`config.mk`:
```
export PLATFORM = sky130hd
export DESIGN_NAME = bus_act_idle_det
export DESIGN_NICKNAME = d
export VERILOG_FILES = /design/src/rtl/bus_det_pkg.sv /design/src/rtl/qual_filter.sv /design/src/rtl/rx_data_path.sv /design/src/rtl/bus_act_idle_det.sv
export SDC_FILE = /design/constraint.sdc
export NUM_CORES = 1
export LEC_CHECK = 0
export CORE_MARGIN = 2
export CORE_UTILIZATION = 50
export DETAILED_ROUTE_END_ITERATION = 6
export PLACE_DENSITY = 0.76
export SYNTH_ARGS = -nofsm -noshare
export SYNTH_HDL_FRONTEND = slang
export SYNTH_SLANG_ARGS = --single-unit
```
`constraint.sdc`:
```
create_clock -name clk -period 2.9 [get_ports clk]
set_input_delay 0.58 -clock clk [delete_from_list [all_inputs] [get_ports clk]]
set_output_delay 0.58 -clock clk [all_outputs]
set_load 0.01 [all_outputs]
```
`src/rtl/bus_det_pkg.sv`:
```
package bus_det_pkg;
   function automatic int max2(input int a, input int b);
      return (a > b) ? a : b;
   endfunction
   function automatic int cnt_bits(input int lim);
      return (lim < 2) ? 1 : $clog2(lim + 1);
   endfunction
endpackage

```
`src/rtl/qual_filter.sv`:
```
module qual_filter
   import bus_det_pkg::*;
#(
   parameter int ACT_LIM  = 4,
   parameter int IDLE_LIM = 8
) (
   input  logic clk,
   input  logic rst_n,
   input  logic cond,
   output logic active
);
   localparam int LIM_MAX = max2(ACT_LIM, IDLE_LIM);
   localparam int CNT_W   = cnt_bits(LIM_MAX);
   localparam logic [CNT_W-1:0] ACT_END  = CNT_W'(ACT_LIM - 1);
   localparam logic [CNT_W-1:0] IDLE_END = CNT_W'(IDLE_LIM - 1);

   if (ACT_LIM < 1)  begin : g_bad_act  $error("ACT_LIM must be at least 1");  end
   if (IDLE_LIM < 1) begin : g_bad_idle $error("IDLE_LIM must be at least 1"); end

   logic [CNT_W-1:0] cnt;
   logic             run;

   // the condition that moves the state away from where it is
   assign run = active ? ~cond : cond;

   always_ff @(posedge clk or negedge rst_n) begin
      if (!rst_n) begin
         cnt    <= '0;
         active <= 1'b0;
      end else if (!run) begin
         cnt <= '0;
      end else if (cnt == (active ? IDLE_END : ACT_END)) begin
         cnt    <= '0;
         active <= ~active;
      end else begin
         cnt <= cnt + 1'b1;
      end
   end

   assert_rise_after_cond_R2: assert property (@(posedge clk) disable iff (!rst_n)
      $rose(active) |-> $past(cond));
   assert_fall_after_quiet_R6: assert property (@(posedge clk) disable iff (!rst_n)
      $fell(active) |-> !$past(cond));
   assert_cnt_bound_R7: assert property (@(posedge clk) disable iff (!rst_n)
      cnt < CNT_W'(LIM_MAX));
endmodule

```
`src/rtl/rx_data_path.sv`:
```
module rx_data_path (
   input  logic clk,
   input  logic rst_n,
   input  logic active,
   input  logic lvl_hi,
   input  logic lvl_lo,
   output logic rx_data
);
   logic held;

   always_ff @(posedge clk or negedge rst_n) begin
      if (!rst_n)      held <= 1'b1;
      else if (!active) held <= 1'b1;
      else if (lvl_hi) held <= 1'b1;
      else if (lvl_lo) held <= 1'b0;
   end

   assign rx_data = active ? held : 1'b1;

   assert_idle_high_R8: assert property (@(posedge clk) disable iff (!rst_n)
      !active |-> rx_data);
   assert_follow_hi_R4: assert property (@(posedge clk) disable iff (!rst_n)
      (active && $past(active) && $past(lvl_hi)) |-> rx_data);
   assert_follow_lo_R4: assert property (@(posedge clk) disable iff (!rst_n)
      (active && $past(active) && $past(lvl_lo && !lvl_hi)) |-> !rx_data);
   assert_hold_mid_R5: assert property (@(posedge clk) disable iff (!rst_n)
      (active && $past(active) && $past(!lvl_hi && !lvl_lo)) |-> rx_data == $past(rx_data));
endmodule

```
`src/rtl/bus_act_idle_det.sv`:
```
module bus_act_idle_det #(
   parameter int ACT_LIM     = 4,
   parameter int IDLE_LIM    = 8,
   parameter bit STAR_EN     = 1'b1,
   parameter int TX_ACT_LIM  = 3,
   parameter int TX_IDLE_LIM = 6,
   parameter int BR_ACT_LIM  = 2,
   parameter int BR_IDLE_LIM = 5
) (
   input  logic clk,
   input  logic rst_n,
   input  logic lvl_act,
   input  logic lvl_hi,
   input  logic lvl_lo,
   input  logic tx_en_n,
   input  logic br0,
   input  logic br1,
   output logic rx_en_n,
   output logic rx_data,
   output logic star_tx_act,
   output logic star_br_act
);
   logic bus_active;

   qual_filter #(.ACT_LIM(ACT_LIM), .IDLE_LIM(IDLE_LIM)) u_bus_flt (
      .clk(clk), .rst_n(rst_n), .cond(lvl_act), .active(bus_active));

   rx_data_path u_rxd (
      .clk(clk), .rst_n(rst_n), .active(bus_active),
      .lvl_hi(lvl_hi), .lvl_lo(lvl_lo), .rx_data(rx_data));

   assign rx_en_n = ~bus_active;

   if (STAR_EN) begin : g_star
      logic br_any_low;
      assign br_any_low = ~(br0 & br1);

      qual_filter #(.ACT_LIM(TX_ACT_LIM), .IDLE_LIM(TX_IDLE_LIM)) u_tx_flt (
         .clk(clk), .rst_n(rst_n), .cond(~tx_en_n), .active(star_tx_act));
      qual_filter #(.ACT_LIM(BR_ACT_LIM), .IDLE_LIM(BR_IDLE_LIM)) u_br_flt (
         .clk(clk), .rst_n(rst_n), .cond(br_any_low), .active(star_br_act));

      assert_br_hold_R10: assert property (@(posedge clk) disable iff (!rst_n)
         ($past(star_br_act) && $past(br_any_low)) |-> star_br_act);
   end else begin : g_node
      assign star_tx_act = 1'b0;
      assign star_br_act = 1'b0;
   end

   assert_en_data_R3: assert property (@(posedge clk) disable iff (!rst_n)
      rx_en_n |-> rx_data);
endmodule

```
==> out/qor.yml <==
status:
  status: "finished, final reports clean"
worst_setup_path:
  crit_family: "flip-flops"
  worst-endpoint-required_ns: 2.32
  crit_fanout: 2
  critPathCaptureType: "output port"
  cp.arrival_ns: 1.43
  ff2ff_setup_slack_ns: 1.56
  path_class: "reg2out"
  slowest_delay_ns: 0.53
  worst-path-buf-inv: 1
  cp_slowest_cell: "dfstp_2"
  worstSetupStartpointType: "register"
  path_cells: "nand2b_1 -> clkdlybuf4s50_1"
floorplan:
  die_y_um: 41.5
  ios: 12
  coreArea_um2: 1300
  floorplan.initialDensity: 0.540
  die_width_um: 41.5
  rows: 13
  dieArea_um2: 1720
synthesis:
  ys_seq_elements: 14
  ys_seq_area_frac: 0.500
  syn_area_um2: 703
  avgSynthCellArea_um2: 10.3
  synth.distinct_cells: 25
  netlist_instances: 68
  yosysWarnings: 0
  syn-num-nets: 79
route:
  via_per_inst: 5.54
  drcViolationCount: 0
  drtPass1Iterations: 4
  dr_total_vias: 543
  wire_per_inst_um: 12.0
  ant_nets: 0
  drt-total-wl_um: 1180
  drtIter0Drc: 15
finish:
  n_fill_cell: 117
  layout-drive-gt1-share: 0.0843
  seq_area_um2: 352
  area_growth_pct: 23.5
  multiInputGateArea_um2: 333
  diodes: 0
  fin_util: 0.667
  fin_nets: 95
timing:
  fin_crit_ns: 2.01
  clock_skew_ns: 0.00543
  hold_violations: 0
  fin_tns_setup_ns: 0
  rsz0062_at_grt: "no"
  max_slew_margin: 0.595
  setup_viol: 0
  tightest_slew_ns: 0.605
  slew_viol_final: 0
  max_freq_mhz: 498
  fin_crit_sh: 0.693
  fin_ws_ns: 0.890
global_route:
  met2_usage: 0.269
  grt_busiest_layer: "met2"
  grtUsageMet1: 0.201
  grt_pass1_vias: 544
  grt_max_degree: 15
  grt_usage: 0.172
  grt_pass1_wl_um: 2240
  grt_overflow: 0
  antenna_found_initial: 0
  grt.met3_usage: 0.0870
run:
  drv_cap: 0
clocking:
  cts_buffers: 3
  cts_sinks: 14
  post_cts_buffers: 0
  insertion_delay_ns: 0.28
  hold_buffers: 0
  htree_levels: 1
  cts_buffer_depth: 2
  cts_tree: "done"
  path_clk_slew_ns: 0.08
  cts_resized: 0
  cts-root-buf: "clkbuf_4"
hold_path:
  hp-class: "reg2reg"
placed_design:
  place_congestion: 0.782
  dpl_worst_slack_ns: 1.19
  io_buffers: 11
  hpwl_um: 875
power:
  power_leakage_nw: 0.381
  power.density_nw_per_um2: 549
  ir_worst_vdd_mv: 0.317
==> cell type report <==
type	count	share of cell area
sequential	14	0.405
tap	15	0.0216
clock buffer	4	0.0418
multi-input combinational	49	0.383
inverter	5	0.0216
timing repair buffer	11	0.127
==> worst register-to-register path: cells and delay by family (launching register included) <==
family	cells	cell delay, ns
flops	1	0.38
simple gates	2	0.46
fa+ha+maj	1	0.23
compound gates	1	0.17
==> kinds of logic after synthesis <==
kind of cell	after synthesis	synth area share
AND/OR/NAND/NOR	26	0.203
AO/OA/AOI/OAI	16	0.167
flip-flops	14	0.500
buffers and inverters	5	0.0267
XOR/XNOR	4	0.0498
adder cells (fa/ha/maj)	3	0.0534
==> worst paths after layout <==
path	startpoint	to	cells after the start
worst max-delay path	u_rxd.held	rx_data	2
worst min-delay path	u_bus_flt.cnt[0]	u_bus_flt.cnt[0]	1
worst max register to register	u_bus_flt.cnt[0]	u_bus_flt.cnt[3]	4
worst min register to register	u_bus_flt.cnt[0]	u_bus_flt.cnt[0]	1
max in group asynchronous	rst_n	g_star.u_br_flt.cnt[2]	1
min in group asynchronous	rst_n	u_bus_flt.cnt[1]	1
==> cell usage after synthesis, drive strengths merged <==
| library cell | number | area [µm²] |
|---|---|---|
| a21oi | 4 | 20.0 |
| a211oi | 1 | 7.51 |
| a211o | 1 | 8.76 |
| nand4b | 1 | 8.76 |
| nand2 | 4 | 15.0 |
| nand3 | 2 | 10.0 |
| nand2b | 2 | 12.5 |
| a31oi | 1 | 6.26 |
| a2bb2oi | 1 | 15.0 |
| ha | 3 | 37.5 |
| dfstp | 1 | 26.3 |
| o21a | 2 | 15.0 |
| dfrtp | 13 | 325 |
| a22oi | 1 | 12.5 |
| nand3b | 2 | 15.0 |
| a311oi | 1 | 8.76 |
| nor3b | 2 | 15.0 |
| o21ai | 3 | 15.0 |
| inv | 5 | 18.8 |
| xor2 | 1 | 8.76 |
| o31a | 1 | 8.76 |
| nor2 | 8 | 30.0 |
| or3b | 2 | 17.5 |
| nor2b | 3 | 18.8 |
| xnor2 | 3 | 26.3 |
==> registers in the layout, indices dropped and copies added, names as in the netlist <==
name                    flops
g_star.u_br_flt.active      1
u_bus_flt.cnt               4
g_star.u_tx_flt.active      1
u_bus_flt.active            1
u_rxd.held                  1
g_star.u_tx_flt.cnt         3
g_star.u_br_flt.cnt         3
==> layer usage <==
layer	wire length, µm	vias to the layer above
met2	564	11
met1	535	261
met4	14	0
met3	61	2
li1	-	269
met5	0	-
==> power breakdown <==
group	total [mW]	switching [mW]	internal (mW)
logic	0.0962	0.0453	0.0509
clock network	0.139	0.0622	0.0765
registers	0.242	0.0226	0.219
==> metrics by stage <==
step           std cells  power, mW  hold WS (ns)  instance area [µm²]
3_5_place_dp          94      0.343         0.456                  832
3_3_place_gp          94      0.340         0.454                  832
2_1_floorplan         68      0.304         0.284                  703
5_1_grt               98      0.512         0.505                  868
4_1_cts               98      0.484         0.470                  868
6_report              98      0.477         0.465                  868
==> placed cells by master (no fill, tap or decap) <==
master / count
a211oi_1: 1
o21ai_0: 3
nor2b_1: 3
clkbuf_4: 3
or3b_1: 2
nand4b_1: 1
o31a_1: 1
clkbuf_8: 1
nand2b_1: 2
dfrtp_1: 13
clkdlybuf4s50_1: 11
nand2_1: 4
xor2_1: 1
nor2_1: 8
a31oi_1: 1
nor3b_1: 2
inv_1: 5
a311oi_1: 1
o21a_1: 2
nand3_1: 2
dfstp_2: 1
a22oi_2: 1
ha_1: 3
a21oi_1: 4
xnor2_1: 3
a211o_1: 1
nand3b_1: 2
a2bb2oi_2: 1
Power figures use the tool's default switching activity.
